File: config.mk
export PLATFORM = sky130hd
export DESIGN_NAME = xlat_cache
export DESIGN_NICKNAME = d
export VERILOG_FILES = /design/src/rtl/xlat_pkg.sv /design/src/rtl/xlat_match.sv /design/src/rtl/xlat_alloc.sv /design/src/rtl/xlat_cache.sv
export SDC_FILE = /design/constraint.sdc
export NUM_CORES = 2
export LEC_CHECK = 0
export ABC_AREA = 0
export BUFFER_PORTS_ARGS = -buffer_cell sky130_fd_sc_hd__buf_2
export CAP_MARGIN = 20
export CORE_MARGIN = 5
export CORE_UTILIZATION = 33
export CTS_BUF_LIST = sky130_fd_sc_hd__clkbuf_8
export DETAILED_ROUTE_END_ITERATION = 10
export GPL_TIMING_DRIVEN = 0
export PLACE_DENSITY = 0.56
export SYNTH_ARGS = -nofsm -noshare
export SYNTH_HDL_FRONTEND = slang
export SYNTH_HIERARCHICAL = 1
export SYNTH_SLANG_ARGS = --single-unit
File: constraint.sdc
create_clock -name clk -period 10.7 [get_ports clk]
set_input_delay 1.605 -clock clk [delete_from_list [all_inputs] [get_ports clk]]
set_output_delay 1.605 -clock clk [all_outputs]
set_load 0.01 [all_outputs]
File: src/rtl/xlat_pkg.sv
package xlat_pkg;
  typedef enum logic [1:0] {
    SLOT_REUSE = 2'd0,
    SLOT_FREE  = 2'd1,
    SLOT_EVICT = 2'd2
  } slot_pick_e;
endpackage

File: src/rtl/xlat_match.sv
module xlat_match #(
  parameter int ENTRIES = 16,
  parameter int VPN_W   = 20,
  localparam int IDX_W  = $clog2(ENTRIES)
) (
  input  logic [VPN_W-1:0]              key,
  input  logic [ENTRIES-1:0][VPN_W-1:0] tags,
  input  logic [ENTRIES-1:0]            valid,
  output logic [ENTRIES-1:0]            hit_vec,
  output logic [IDX_W-1:0]              hit_idx
);
  for (genvar g = 0; g < ENTRIES; g++) begin : g_cmp
    assign hit_vec[g] = valid[g] && (tags[g] == key);
  end

  always_comb begin
    hit_idx = '0;
    for (int i = ENTRIES - 1; i >= 0; i--) begin
      if (hit_vec[i]) hit_idx = IDX_W'(i);
    end
  end
endmodule

File: src/rtl/xlat_alloc.sv
module xlat_alloc
  import xlat_pkg::*;
#(
  parameter int ENTRIES = 16,
  localparam int IDX_W  = $clog2(ENTRIES)
) (
  input  logic               clk,
  input  logic               rst,
  input  logic               fill_go,
  input  logic               match_any,
  input  logic [IDX_W-1:0]   match_idx,
  input  logic [ENTRIES-1:0] valid,
  output logic [IDX_W-1:0]   victim
);
  logic             free_any;
  logic [IDX_W-1:0] free_idx;
  logic [IDX_W-1:0] rr_ptr;
  slot_pick_e       pick;

  always_comb begin
    free_any = 1'b0;
    free_idx = '0;
    for (int i = ENTRIES - 1; i >= 0; i--) begin
      if (!valid[i]) begin
        free_any = 1'b1;
        free_idx = IDX_W'(i);
      end
    end
  end

  always_comb begin
    if (match_any) begin
      pick   = SLOT_REUSE;
      victim = match_idx;
    end else if (free_any) begin
      pick   = SLOT_FREE;
      victim = free_idx;
    end else begin
      pick   = SLOT_EVICT;
      victim = rr_ptr;
    end
  end

  always_ff @(posedge clk) begin
    if (rst) begin
      rr_ptr <= '0;
    end else if (fill_go && pick == SLOT_EVICT) begin
      if (rr_ptr == IDX_W'(ENTRIES - 1)) rr_ptr <= '0;
      else rr_ptr <= rr_ptr + 1'b1;
    end
  end
endmodule

File: src/rtl/xlat_cache.sv
module xlat_cache #(
  parameter int ENTRIES = 16,
  parameter int VPN_W   = 20,
  parameter int PFN_W   = 16,
  parameter int PERM_W  = 3,
  localparam int IDX_W  = $clog2(ENTRIES)
) (
  input  logic              clk,
  input  logic              rst,
  input  logic              lk_valid,
  input  logic [VPN_W-1:0]  lk_vpn,
  input  logic              lk_store,
  input  logic              fill_valid,
  input  logic [VPN_W-1:0]  fill_vpn,
  input  logic [PFN_W-1:0]  fill_pfn,
  input  logic [PERM_W-1:0] fill_perm,
  input  logic              fill_dirty,
  input  logic              flush,
  output logic              rsp_valid,
  output logic              rsp_hit,
  output logic [PFN_W-1:0]  rsp_pfn,
  output logic [PERM_W-1:0] rsp_perm,
  output logic              rsp_dirty,
  output logic              rsp_ref
);
  logic [ENTRIES-1:0][VPN_W-1:0]  vpn_q;
  logic [ENTRIES-1:0][PFN_W-1:0]  pfn_q;
  logic [ENTRIES-1:0][PERM_W-1:0] perm_q;
  logic [ENTRIES-1:0]             valid_q;
  logic [ENTRIES-1:0]             dirty_q;
  logic [ENTRIES-1:0]             ref_q;

  logic [ENTRIES-1:0] lk_hit_vec;
  logic [ENTRIES-1:0] fill_hit_vec;
  logic [IDX_W-1:0]   lk_idx;
  logic [IDX_W-1:0]   fill_idx;
  logic [IDX_W-1:0]   victim;
  logic               lk_any;
  logic               fill_any;
  logic               lk_take;
  logic               fill_go;

  xlat_match #(.ENTRIES(ENTRIES), .VPN_W(VPN_W)) u_lk_match (
    .key(lk_vpn), .tags(vpn_q), .valid(valid_q),
    .hit_vec(lk_hit_vec), .hit_idx(lk_idx)
  );

  xlat_match #(.ENTRIES(ENTRIES), .VPN_W(VPN_W)) u_fill_match (
    .key(fill_vpn), .tags(vpn_q), .valid(valid_q),
    .hit_vec(fill_hit_vec), .hit_idx(fill_idx)
  );

  assign lk_any   = |lk_hit_vec;
  assign fill_any = |fill_hit_vec;
  assign lk_take  = lk_valid && lk_any;
  assign fill_go  = fill_valid && !flush;

  xlat_alloc #(.ENTRIES(ENTRIES)) u_alloc (
    .clk(clk), .rst(rst), .fill_go(fill_go),
    .match_any(fill_any), .match_idx(fill_idx),
    .valid(valid_q), .victim(victim)
  );

  always_ff @(posedge clk) begin
    if (rst) begin
      vpn_q     <= '0;
      pfn_q     <= '0;
      perm_q    <= '0;
      valid_q   <= '0;
      dirty_q   <= '0;
      ref_q     <= '0;
      rsp_valid <= 1'b0;
      rsp_hit   <= 1'b0;
      rsp_pfn   <= '0;
      rsp_perm  <= '0;
      rsp_dirty <= 1'b0;
      rsp_ref   <= 1'b0;
    end else begin
      rsp_valid <= lk_valid;
      rsp_hit   <= lk_take;
      rsp_pfn   <= lk_take ? pfn_q[lk_idx]  : '0;
      rsp_perm  <= lk_take ? perm_q[lk_idx] : '0;
      rsp_dirty <= lk_take ? dirty_q[lk_idx] : 1'b0;
      rsp_ref   <= lk_take ? ref_q[lk_idx]  : 1'b0;

      // status update from the access; a fill below overrides it
      if (lk_take) begin
        ref_q[lk_idx] <= 1'b1;
        if (lk_store) dirty_q[lk_idx] <= 1'b1;
      end

      if (flush) begin
        valid_q <= '0;
      end else if (fill_valid) begin
        vpn_q[victim]   <= fill_vpn;
        pfn_q[victim]   <= fill_pfn;
        perm_q[victim]  <= fill_perm;
        valid_q[victim] <= 1'b1;
        dirty_q[victim] <= fill_dirty;
        ref_q[victim]   <= 1'b0;
      end
    end
  end
endmodule

==> impl_metrics.ini <==
[outcome]
status = complete, no violations

[logic_synthesis]
yosysMostFrequentCell = nand2_1
synth_seq_cells = 699
syn_area_per_cell_sq_um = 8.12
synth_nets = 4403
synth_area_leaders = dfxtp_1 (40%), nand2_1 (14%), xnor2_1 (9.4%)
netlist.area_leader.share = 0.397
ys_seq_area_frac = 0.397
synth_top_area_cell = dfxtp_1
synth.distinct_cells = 60
async_flop_share = 0
synth-edff-count = 0
synth_ff_type = dfxtp_1
synth.cell_area_sq_mm = 0.0352
yosysWarnings = 6
synthTopCellsByCount = nand2_1 (1,284), dfxtp_1 (699), a21oi_1 (645), xnor2_1 (376), xor2_1 (256)
synthCells = 4336

[setup_path]
start_kind = input pin
crit_path_end_kind = register
arrival_ns = 7.24
crit_type = input pin to register
worstRegToRegCells = 16
cp_max_fo = 10
r2r-start = vpn_q[179]
ff2ff_setup_slack_ns = 5.29
timing.rr.end = vpn_q[157]
cp.required_ns = 11.31

[timing]
tightest_slew_ns = 1.21
rsz0062_at_grt = false
drv_slew = 0
finalClockSkew_ns = 0.0579
fmax_mhz = 151
final.period_utilization = 0.619
slew_headroom = 0.193
setup_viol = 0
final.min_clock_period_ns = 6.62
tns_ns = 0
finalHoldViolations = 0

[place]
hpwlAfterDp_mm = 107
place.gp.congestion = 0.985
port_buffers = 26
placed_area_sq_mm = 0.0372

[die]
die_y_um = 337
die_area_sq_mm = 0.113
core_sq_mm = 0.106
row_count = 119
die_w_um = 337
io_pins = 89
initial_utilization = 0.333

[pwr]
p_leak_nw = 13.0
p_per_area_mw_per_mm2 = 141
vdd_drop_max_uv = 107

[cells_and_area]
drive_above_1_share = 0.111
syn_to_final_growth_pct = 12.8
design_area_sq_mm = 0.0397
fillers = 11045
final_nets = 4562
regArea_sq_mm = 0.0140
multiInputGateArea_sq_mm = 0.0193

[grt]
grt_pass1_wl_mm = 215
grt_use_met2 = 0.402
grt.busiest_layer = met2
grt.total_usage = 0.258
grt_max_degree = 19
grt.met3_usage = 0.0552
grtUsageMet1 = 0.344
antenna_found_initial = 9
overflow = 0
grt_pass1_vias = 30640

[clock_network]
cts_hold_buf = 0
cts_resized = 0
post-cts-setup-buffers = 0
cts_buffers = 120
clock_sinks = 699
insertion_delay_ns = 0.81
clk_pin_slew_ns = 0.06
cts-htree-levels = 3
cts_tree = done
cts_buffer_depth = 3
cts-root-buf = clkbuf_8

[route]
drc = 0
antenna_left = 0
vias = 32876
wire_per_inst_um = 25.3
drt_wl_total_mm = 152
drtPass1Iterations = 6
viasPerCell = 5.49
drtIter0Drc = 3889

[worst_hold_path]
hp-start = pfn_q[150]
hold_path_class = register to register
min_to = pfn_q[150]
whs_path_depth = 2

[flow_run]
max_cap_violations = 0
-- cell families after synthesis --
family / after synthesis / share of synthesized area
muxes: 126 / 0.0657
adders and majority gates: 1 / 0.000355
AOI/OAI and AO/OA: 745 / 0.112
xor gates and xnor gates: 634 / 0.158
buffers and inverters: 425 / 0.0544
DFF: 699 / 0.397
and+or+nand+nor: 1706 / 0.212
-- critical path, cell delays in order --
cell	delay, ns
buf_2	0.37
buf_2	0.64
xnor2_1	0.19
nand4_1	0.10
nor4_1	0.57
nand4_1	0.44
inv_1	0.13
nor4_1	0.07
nand4_1	0.11
clkbuf_1	0.40
a21oi_1	0.12
a21oi_1	0.50
and3_1	0.24
clkbuf_1	0.34
nand2_1	0.57
clkbuf_1	0.56
nand2_1	0.18
a21oi_1	0.08
-- worst max-delay path by stage --
| stage | from | to | depth (start not counted) |
|---|---|---|---|
| after floorplan | fill_vpn[2] | vpn_q[90] | 17 |
| after detailed placement | fill_vpn[17] | vpn_q[158] | 18 |
| after global placement | fill_vpn[17] | vpn_q[271] | 18 |
| after global routing | fill_vpn[17] | vpn_q[157] | 18 |
| final | fill_vpn[17] | vpn_q[157] | 18 |
| after CTS | fill_vpn[17] | vpn_q[156] | 18 |
-- per-stage QoR --
stage	total power, mW	worst slack (ns)	util	hold WS (ns)	cells
after detailed placement	3.12	3.54	0.352	0.443	5762
after CTS	5.63	4.38	0.375	0.452	5983
after global placement	3.12	3.32	0.351	0.438	5753
after floorplan	2.94	5.85	-	0.433	4336
after global routing	5.77	3.97	0.376	0.466	5986
final	5.61	4.08	0.376	0.452	5990
-- state kept, by name, summed over array words and instances (netlist names) --
signal	count
vpn_q	320
pfn_q	256
perm_q	48
dirty_q	16
ref_q	16
rsp_pfn	16
valid_q	16
u_alloc/rr_ptr	4
rsp_perm	3
rsp_dirty	1
rsp_hit	1
rsp_ref	1
rsp_valid	1
-- cell usage in the layout (no fill, tap or decap), types with 8 or more instances in the layout --
cell type / n
inv_1: 66
a31oi_1: 25
xor2_1: 256
a21oi_1: 645
buf_2: 164
nor2b_1: 8
nand4_1: 103
mux2i_1: 42
o22ai_1: 23
buf_6: 15
buf_4: 18
clkinv_2: 16
mux4_2: 84
dfxtp_1: 699
nor4_1: 76
nor4_2: 16
nor4_4: 11
clkbuf_8: 147
a211oi_1: 11
nor3_1: 52
nor2_1: 78
nor2_2: 9
nand2_1: 1284
nand2b_1: 14
xnor2_1: 376
clkbuf_1: 237
nand3_1: 33
-- cell type report --
| type | count | share of cell area |
|---|---|---|
| antenna | 5 | 0.000315 |
| buffer | 407 | 0.0465 |
| clock buffer | 147 | 0.0510 |
| clock inverter | 74 | 0.0111 |
| inverter | 18 | 0.00170 |
| multi-input combinational | 3212 | 0.486 |
| sequential | 699 | 0.352 |
| tap | 1391 | 0.0438 |
| timing repair buffer | 37 | 0.00687 |
-- where the power goes --
part	leakage [nW]	total (mW)	switching (mW)	internal, mW
clock	1.45	2.53	1.21	1.32
sequential	5.63	2.62	0.00888	2.61
combinational	5.88	0.461	0.337	0.124
total	13.0	5.61	1.56	4.06
-- layer usage --
layer	wire length (um)	vias to the layer above
met5	50	-
met4	7850	6
met3	15500	467
met2	66700	1824
met1	61800	15826
li1	-	14753
Power figures use the tool's default switching activity.
